File: config.mk
export PLATFORM = sky130hd
export DESIGN_NAME = bcd_digit_scanner
export DESIGN_NICKNAME = d
export VERILOG_FILES = /design/src/rtl/bds_pkg.sv /design/src/rtl/scan_slot_timer.sv /design/src/rtl/scan_digit_sequencer.sv /design/src/rtl/scan_output_drive.sv /design/src/rtl/bcd_digit_scanner.sv
export SDC_FILE = /design/constraint.sdc
export NUM_CORES = 1
export LEC_CHECK = 0
export BUFFER_PORTS_ARGS = -buffer_cell sky130_fd_sc_hd__buf_4
export CAP_MARGIN = 20
export CORE_UTILIZATION = 45
export DETAILED_ROUTE_END_ITERATION = 8
export PLACE_DENSITY = 0.66
export SETUP_SLACK_MARGIN = 0.15
export SYNTH_ARGS = -nofsm -noshare
export SYNTH_HDL_FRONTEND = slang
export SYNTH_SLANG_ARGS = --single-unit
File: constraint.sdc
create_clock -name clk -period 3.9 [get_ports clk]
set_input_delay 0.78 -clock clk [delete_from_list [all_inputs] [get_ports clk]]
set_output_delay 0.78 -clock clk [all_outputs]
set_load 0.02 [all_outputs]
File: src/rtl/bds_pkg.sv
package bds_pkg;

    localparam int DEF_DIGITS       = 5;
    localparam int DEF_BCD_W        = 4;
    localparam int DEF_SLOT_COUNTS  = 201;
    localparam int DEF_STROBE_COUNT = 101;

    // Two clock cycles per count: the half-count strobe is one cycle wide.
    function automatic int counts_to_cycles(input int counts);
        return 2 * counts;
    endfunction

    function automatic int width_for(input int n);
        return (n < 2) ? 1 : $clog2(n);
    endfunction

    typedef struct packed {
        logic active;      // a scan is running
        logic first_pass;  // strobes are enabled
        logic ovr;         // result was flagged over-range
    } scan_mode_t;

endpackage

File: src/rtl/scan_slot_timer.sv
module scan_slot_timer #(
    parameter int SLOT_CYC = 402,
    localparam int CW = bds_pkg::width_for(SLOT_CYC)
) (
    input  logic          clk,
    input  logic          rst,
    input  logic          restart,
    input  logic          run,
    output logic [CW-1:0] cnt,
    output logic          slot_end
);
    localparam logic [CW-1:0] LAST = CW'(SLOT_CYC - 1);

    always_ff @(posedge clk) begin
        if (rst || restart || !run) begin
            cnt <= '0;
        end else if (cnt == LAST) begin
            cnt <= '0;
        end else begin
            cnt <= cnt + 1'b1;
        end
    end

    assign slot_end = run && (cnt == LAST);


    cnt_bound_chk: assert property (@(posedge clk) disable iff (rst)
        cnt <= LAST);


    cnt_step_chk: assert property (@(posedge clk) disable iff (rst)
        (run && !restart && !slot_end) |=> (cnt == $past(cnt) + 1'b1));

endmodule

File: src/rtl/scan_digit_sequencer.sv
module scan_digit_sequencer #(
    parameter int NUM_DIGITS = 5,
    localparam int IW = bds_pkg::width_for(NUM_DIGITS)
) (
    input  logic                  clk,
    input  logic                  rst,
    input  logic                  restart,
    input  logic                  over_range,
    input  logic                  slot_end,
    output bds_pkg::scan_mode_t   mode,
    output logic [IW-1:0]         idx
);
    localparam logic [IW-1:0] TOP_IDX = IW'(NUM_DIGITS - 1);

    always_ff @(posedge clk) begin
        if (rst) begin
            mode <= '0;
            idx  <= '0;
        end else if (restart) begin
            mode.active     <= 1'b1;
            mode.first_pass <= 1'b1;
            mode.ovr        <= over_range;
            idx             <= TOP_IDX;
        end else if (slot_end) begin
            if (idx == '0) begin
                mode.first_pass <= 1'b0;
                if (mode.first_pass && mode.ovr) begin
                    mode.active <= 1'b0;
                end else begin
                    idx <= TOP_IDX;
                end
            end else begin
                idx <= idx - 1'b1;
            end
        end
    end


    digit_step_chk: assert property (@(posedge clk) disable iff (rst)
        (slot_end && idx != '0 && !restart) |=> (idx == $past(idx) - 1'b1));


    ovr_stop_chk: assert property (@(posedge clk) disable iff (rst)
        (slot_end && idx == '0 && mode.ovr && !restart) |=> !mode.active);


    wrap_chk: assert property (@(posedge clk) disable iff (rst)
        (slot_end && idx == '0 && !mode.ovr && !restart)
            |=> (mode.active && !mode.first_pass && idx == TOP_IDX));

endmodule

File: src/rtl/scan_output_drive.sv
module scan_output_drive #(
    parameter int NUM_DIGITS = 5,
    parameter int BCD_W      = 4,
    parameter int SLOT_CYC   = 402,
    parameter int STROBE_CYC = 202,
    localparam int CW = bds_pkg::width_for(SLOT_CYC),
    localparam int IW = bds_pkg::width_for(NUM_DIGITS),
    localparam int DW = NUM_DIGITS * BCD_W
) (
    input  logic                  clk,
    input  logic                  rst,
    input  logic                  load,
    input  logic [DW-1:0]         digits_in,
    input  bds_pkg::scan_mode_t   mode,
    input  logic [IW-1:0]         idx,
    input  logic [CW-1:0]         cnt,
    output logic [BCD_W-1:0]      bcd_out,
    output logic [NUM_DIGITS-1:0] digit_sel,
    output logic                  strobe_n
);
    localparam logic [CW-1:0] STB_AT = CW'(STROBE_CYC);
    localparam logic [NUM_DIGITS-1:0] ONE = NUM_DIGITS'(1);

    logic [DW-1:0] digits_q;

    always_ff @(posedge clk) begin
        if (rst) begin
            digits_q <= '0;
        end else if (load) begin
            digits_q <= digits_in;
        end
    end

    always_comb begin
        if (mode.active) begin
            digit_sel = ONE << idx;
            bcd_out   = digits_q[int'(idx) * BCD_W +: BCD_W];
            strobe_n  = !(mode.first_pass && (cnt == STB_AT));
        end else begin
            digit_sel = '0;
            bcd_out   = '0;
            strobe_n  = 1'b1;
        end
    end


    sel_onehot_chk: assert property (@(posedge clk) disable iff (rst)
        $onehot0(digit_sel));


    strobe_width_chk: assert property (@(posedge clk) disable iff (rst)
        !strobe_n |=> strobe_n);


    strobe_in_slot_chk: assert property (@(posedge clk) disable iff (rst)
        !strobe_n |-> ($countones(digit_sel) == 1));


    bus_before_chk: assert property (@(posedge clk) disable iff (rst)
        !strobe_n |-> $stable(bcd_out));


    bus_after_chk: assert property (@(posedge clk) disable iff (rst)
        (!strobe_n && !load) |=> $stable(bcd_out));


    idle_quiet_chk: assert property (@(posedge clk) disable iff (rst)
        (digit_sel == '0) |-> (strobe_n && bcd_out == '0));

endmodule

File: src/rtl/bcd_digit_scanner.sv
module bcd_digit_scanner #(
    parameter int NUM_DIGITS   = bds_pkg::DEF_DIGITS,
    parameter int BCD_W        = bds_pkg::DEF_BCD_W,
    parameter int SLOT_COUNTS  = bds_pkg::DEF_SLOT_COUNTS,
    parameter int STROBE_COUNT = bds_pkg::DEF_STROBE_COUNT
) (
    input  logic                          clk,
    input  logic                          rst,
    input  logic                          result_valid,
    input  logic [NUM_DIGITS*BCD_W-1:0]   result_digits,
    input  logic                          over_range,
    output logic [BCD_W-1:0]              bcd_out,
    output logic [NUM_DIGITS-1:0]         digit_sel,
    output logic                          strobe_n
);
    localparam int SLOT_CYC   = bds_pkg::counts_to_cycles(SLOT_COUNTS);
    localparam int STROBE_CYC = bds_pkg::counts_to_cycles(STROBE_COUNT);
    localparam int CW         = bds_pkg::width_for(SLOT_CYC);
    localparam int IW         = bds_pkg::width_for(NUM_DIGITS);

    bds_pkg::scan_mode_t mode;
    logic [IW-1:0]       idx;
    logic [CW-1:0]       cnt;
    logic                slot_end;

    scan_slot_timer #(.SLOT_CYC(SLOT_CYC)) timer_i (
        .clk      (clk),
        .rst      (rst),
        .restart  (result_valid),
        .run      (mode.active),
        .cnt      (cnt),
        .slot_end (slot_end)
    );

    scan_digit_sequencer #(.NUM_DIGITS(NUM_DIGITS)) seq_i (
        .clk        (clk),
        .rst        (rst),
        .restart    (result_valid),
        .over_range (over_range),
        .slot_end   (slot_end),
        .mode       (mode),
        .idx        (idx)
    );

    scan_output_drive #(
        .NUM_DIGITS (NUM_DIGITS),
        .BCD_W      (BCD_W),
        .SLOT_CYC   (SLOT_CYC),
        .STROBE_CYC (STROBE_CYC)
    ) drive_i (
        .clk       (clk),
        .rst       (rst),
        .load      (result_valid),
        .digits_in (result_digits),
        .mode      (mode),
        .idx       (idx),
        .cnt       (cnt),
        .bcd_out   (bcd_out),
        .digit_sel (digit_sel),
        .strobe_n  (strobe_n)
    );


    start_top_chk: assert property (@(posedge clk) disable iff (rst)
        result_valid |=> digit_sel[NUM_DIGITS-1]);


    start_strobe_en_chk: assert property (@(posedge clk) disable iff (rst)
        result_valid |=> strobe_n);

endmodule

==> summary.md <==
| Metric | Value |
|---|---|
| Outcome | completed |
| Remaining Overflow, GRT | 0 |
| Leakage power | 0.8263 nW |
| Largest net degree at the start of global routing | 27 |
| Yosys warns | 0 |
| Commonest cells after routing, fill and taps aside | dfxtp_1 (35), nor2_1 (34), buf_4 (33), mux2i_1 (21), nand3_1 (9) |
| Power Dens Cells | 353.7 mW/mm2 |
| Inserted Diodes | 0 |
| Clock slew seen by the registers of the worst setup and hold paths | approximately 0.06 ns |
| Syn Nets | 198 |
| Critical Path RT | 3.12 ns |
| Drt drc | 0 |
| Layout area overhead | 17.62% |
| Via count | 1284 |
| Fin Setup TNS | 0 ns |
| Clock root buffer | clkbuf_8 |
| Highest clock rate | roughly 370 MHz |
| Port bufs | 33 |
| Avg WL per Cell | 13.17 um |
| Bufs on Longest Clock Path | 2 |
| Avg Cell Area, Syn | 9.761 um2 |
| TritonCTS Sinks | 35 |
| CP Class | flip-flop to primary output |
| Die H | 62.90 um |
| Period Utilization, post-route | 68.68% |
| VDD IR-drop max | 233.8 uV |
| Final Hold Viols | 0 |
| Number of vias per cell | 5.241 |
| Most common cell after layout, fill and taps aside | dfxtp_1 |
| Number of antenna-violating nets in the routed design | 0 |
| Number of iterations in the first detailed-routing pass | 4 |
| Distinct cells, synth | 34 |
| Final setup violation count | 0 |
| Top FF cell, synth | dfxtp_1 |
| Crit path capture type | primary output |
| Final WL | between 3 and 4 mm |
| CP Launch Type | flip-flop |
| Die Wd | ~63 um |
| Fin util | 57.03% |
| Clk_lat worst skew | 0.28 ns |
| Global-route wire length before repair | 5.471 mm |
| Die area | 0.003956 mm2 |
| Hold Buf Count CTS | 0 |
| Htree depth | 2 |
| Crit-path max FO | 15 |
| Worst-Margin Slew | 0.6053 ns |
| Setup Skew | between 0.004 and 0.005 ns |
| # resized after CTS | 0 |
| Crit path arrival time | 1.90 ns |
| DP HPWL | 2.227 mm |
| Gp weighted congestion | 0.7308 |
| Final setup margin | 1.221 ns |
| Synth Instances | 171 |
| Multi-input gate area | 869.6 um2 |
| Core area | 0.003442 mm2 |
| Share of layout cells above drive strength 1 | 24.62% |
| Register area | 700.7 um2 |
| Post-CTS setup buffer count | 0 |
| Max_slew headroom | between 50 and 60% |
| Worst Hold Class | flip-flop to flip-flop |
| Global-route usage over all layers | about 18% |
| Starting Density | 48.49% |
| Pre-CTS worst setup slack | about 1.5 ns |
| Post-synth ARST share | 0% |
| Initial antenna violation count | 0 |
| Post-synth EDFFs | 0 |
| # fillers | 331 |
| CTS Buf Count | 5 |
| Netlist Area Pre-Place | 0.001669 mm2 |
| Site row count | 21 |
| FF+latch count, synth | 35 |
| # nets final | 227 |
| Sequential fraction of the synthesis area | 41.98% |
| Total design power | 694.3 uW |
| Boundary pin count | 34 |
| Max Cap Violations | 0 |
| Minimum clock period | 2.679 ns |
| Max-slew violation count | 0 |
| Number of global-route vias before repair | approximately 1200 |
| Detailed router's first-iteration violation count | 34 |
| CTS tree | done |
| RSZ-0062 raised after global routing | no |
sequential cells by signal (all words and copies together), names as in the netlist:
register          flops
drive_i.digits_q     20
seq_i.mode            3
seq_i.idx             3
timer_i.cnt           9
critical path, stage by stage, from the launching register on:
cell	delay [ns]
dfxtp_1	0.71
mux4_2	0.58
nand2b_1	0.09
a21boi_0	0.07
buf_4	0.16
path summary, 6_finish.rpt:
kind | startpoint | to | slack (ns) | cells after the start
max | seq_i.idx[0] | bcd_out[3] | 1.22 | 4
min | drive_i.digits_q[7] | drive_i.digits_q[7] | 0.49 | 2
max reg2reg | timer_i.cnt[0] | seq_i.idx[2] | 2.30 | 5
min reg2reg | drive_i.digits_q[7] | drive_i.digits_q[7] | 0.49 | 2
power by group:
| group | total, mW | internal [mW] | switching [mW] |
|---|---|---|---|
| Combinational | 0.0729 | 0.0411 | 0.0318 |
| Clock | 0.234 | 0.119 | 0.116 |
| Sequential | 0.387 | 0.373 | 0.0135 |
| Total | 0.694 | 0.533 | 0.161 |
cell families after synthesis:
family,after synthesis,share of synthesized area (%)
AND/OR/NAND/NOR,72,22.64
flip-flops,35,41.98
multiplexers,25,17.99
buffers and inverters,15,5.922
AO/OA/AOI/OAI,14,5.547
XOR/XNOR,7,3.673
adder cells (fa/ha/maj),3,2.249
per-stage QoR:
| stage | cell area (um2) | instances | hold WS (ns) |
|---|---|---|---|
| 2_1_floorplan | 1669 | 171 | 0.4546 |
| 3_3_place_gp | 1891 | 239 | 0.4683 |
| 3_5_place_dp | 1891 | 239 | 0.4822 |
| 4_1_cts | 1963 | 245 | 0.4976 |
| 5_1_grt | 1963 | 245 | 0.5236 |
| 6_report | 1963 | 245 | 0.4931 |
area by class of cell:
cell class / instances / share of cell area, %
sequential: 35 / 35.69
clock buffer: 6 / 3.697
tap: 46 / 2.932
timing repair buffer: 33 / 12.62
multi-input combinational: 121 / 44.30
inverter: 4 / 0.7648
synthesized netlist by cell type, types with 2 or more instances:
| master | n | area [um2] |
|---|---|---|
| nor3_1 | 2 | 10.01 |
| dfxtp_1 | 35 | 700.7 |
| and3_1 | 2 | 12.51 |
| nor2_1 | 34 | 127.6 |
| o21ai_0 | 3 | 15.01 |
| mux2i_1 | 21 | 210.2 |
| nand3_1 | 9 | 45.04 |
| ha_1 | 3 | 37.54 |
| nand2b_1 | 4 | 25.02 |
| mux4_2 | 4 | 90.09 |
| clkbuf_1 | 5 | 18.77 |
| buf_2 | 2 | 10.01 |
| nand4_1 | 3 | 18.77 |
| a21boi_0 | 4 | 30.03 |
| nand2_1 | 6 | 22.52 |
| nand3_2 | 2 | 20.02 |
| and4bb_2 | 2 | 25.02 |
| inv_1 | 4 | 15.01 |
| clkbuf_8 | 4 | 55.05 |
| a21oi_1 | 3 | 15.01 |
| xor2_1 | 6 | 52.55 |
metal layers:
| metal | GRT usage, % | routed length, um | vias up |
|---|---|---|---|
| met4 | 6.977 | 53 | 0 |
| met1 | 21.97 | 1550 | 605 |
| met5 | 0 | 0 | - |
| li1 | - | - | 650 |
| met3 | 5.657 | 117 | 6 |
| met2 | 27.96 | 1505 | 23 |
No activity file was read; power rests on OpenSTA's default activity.
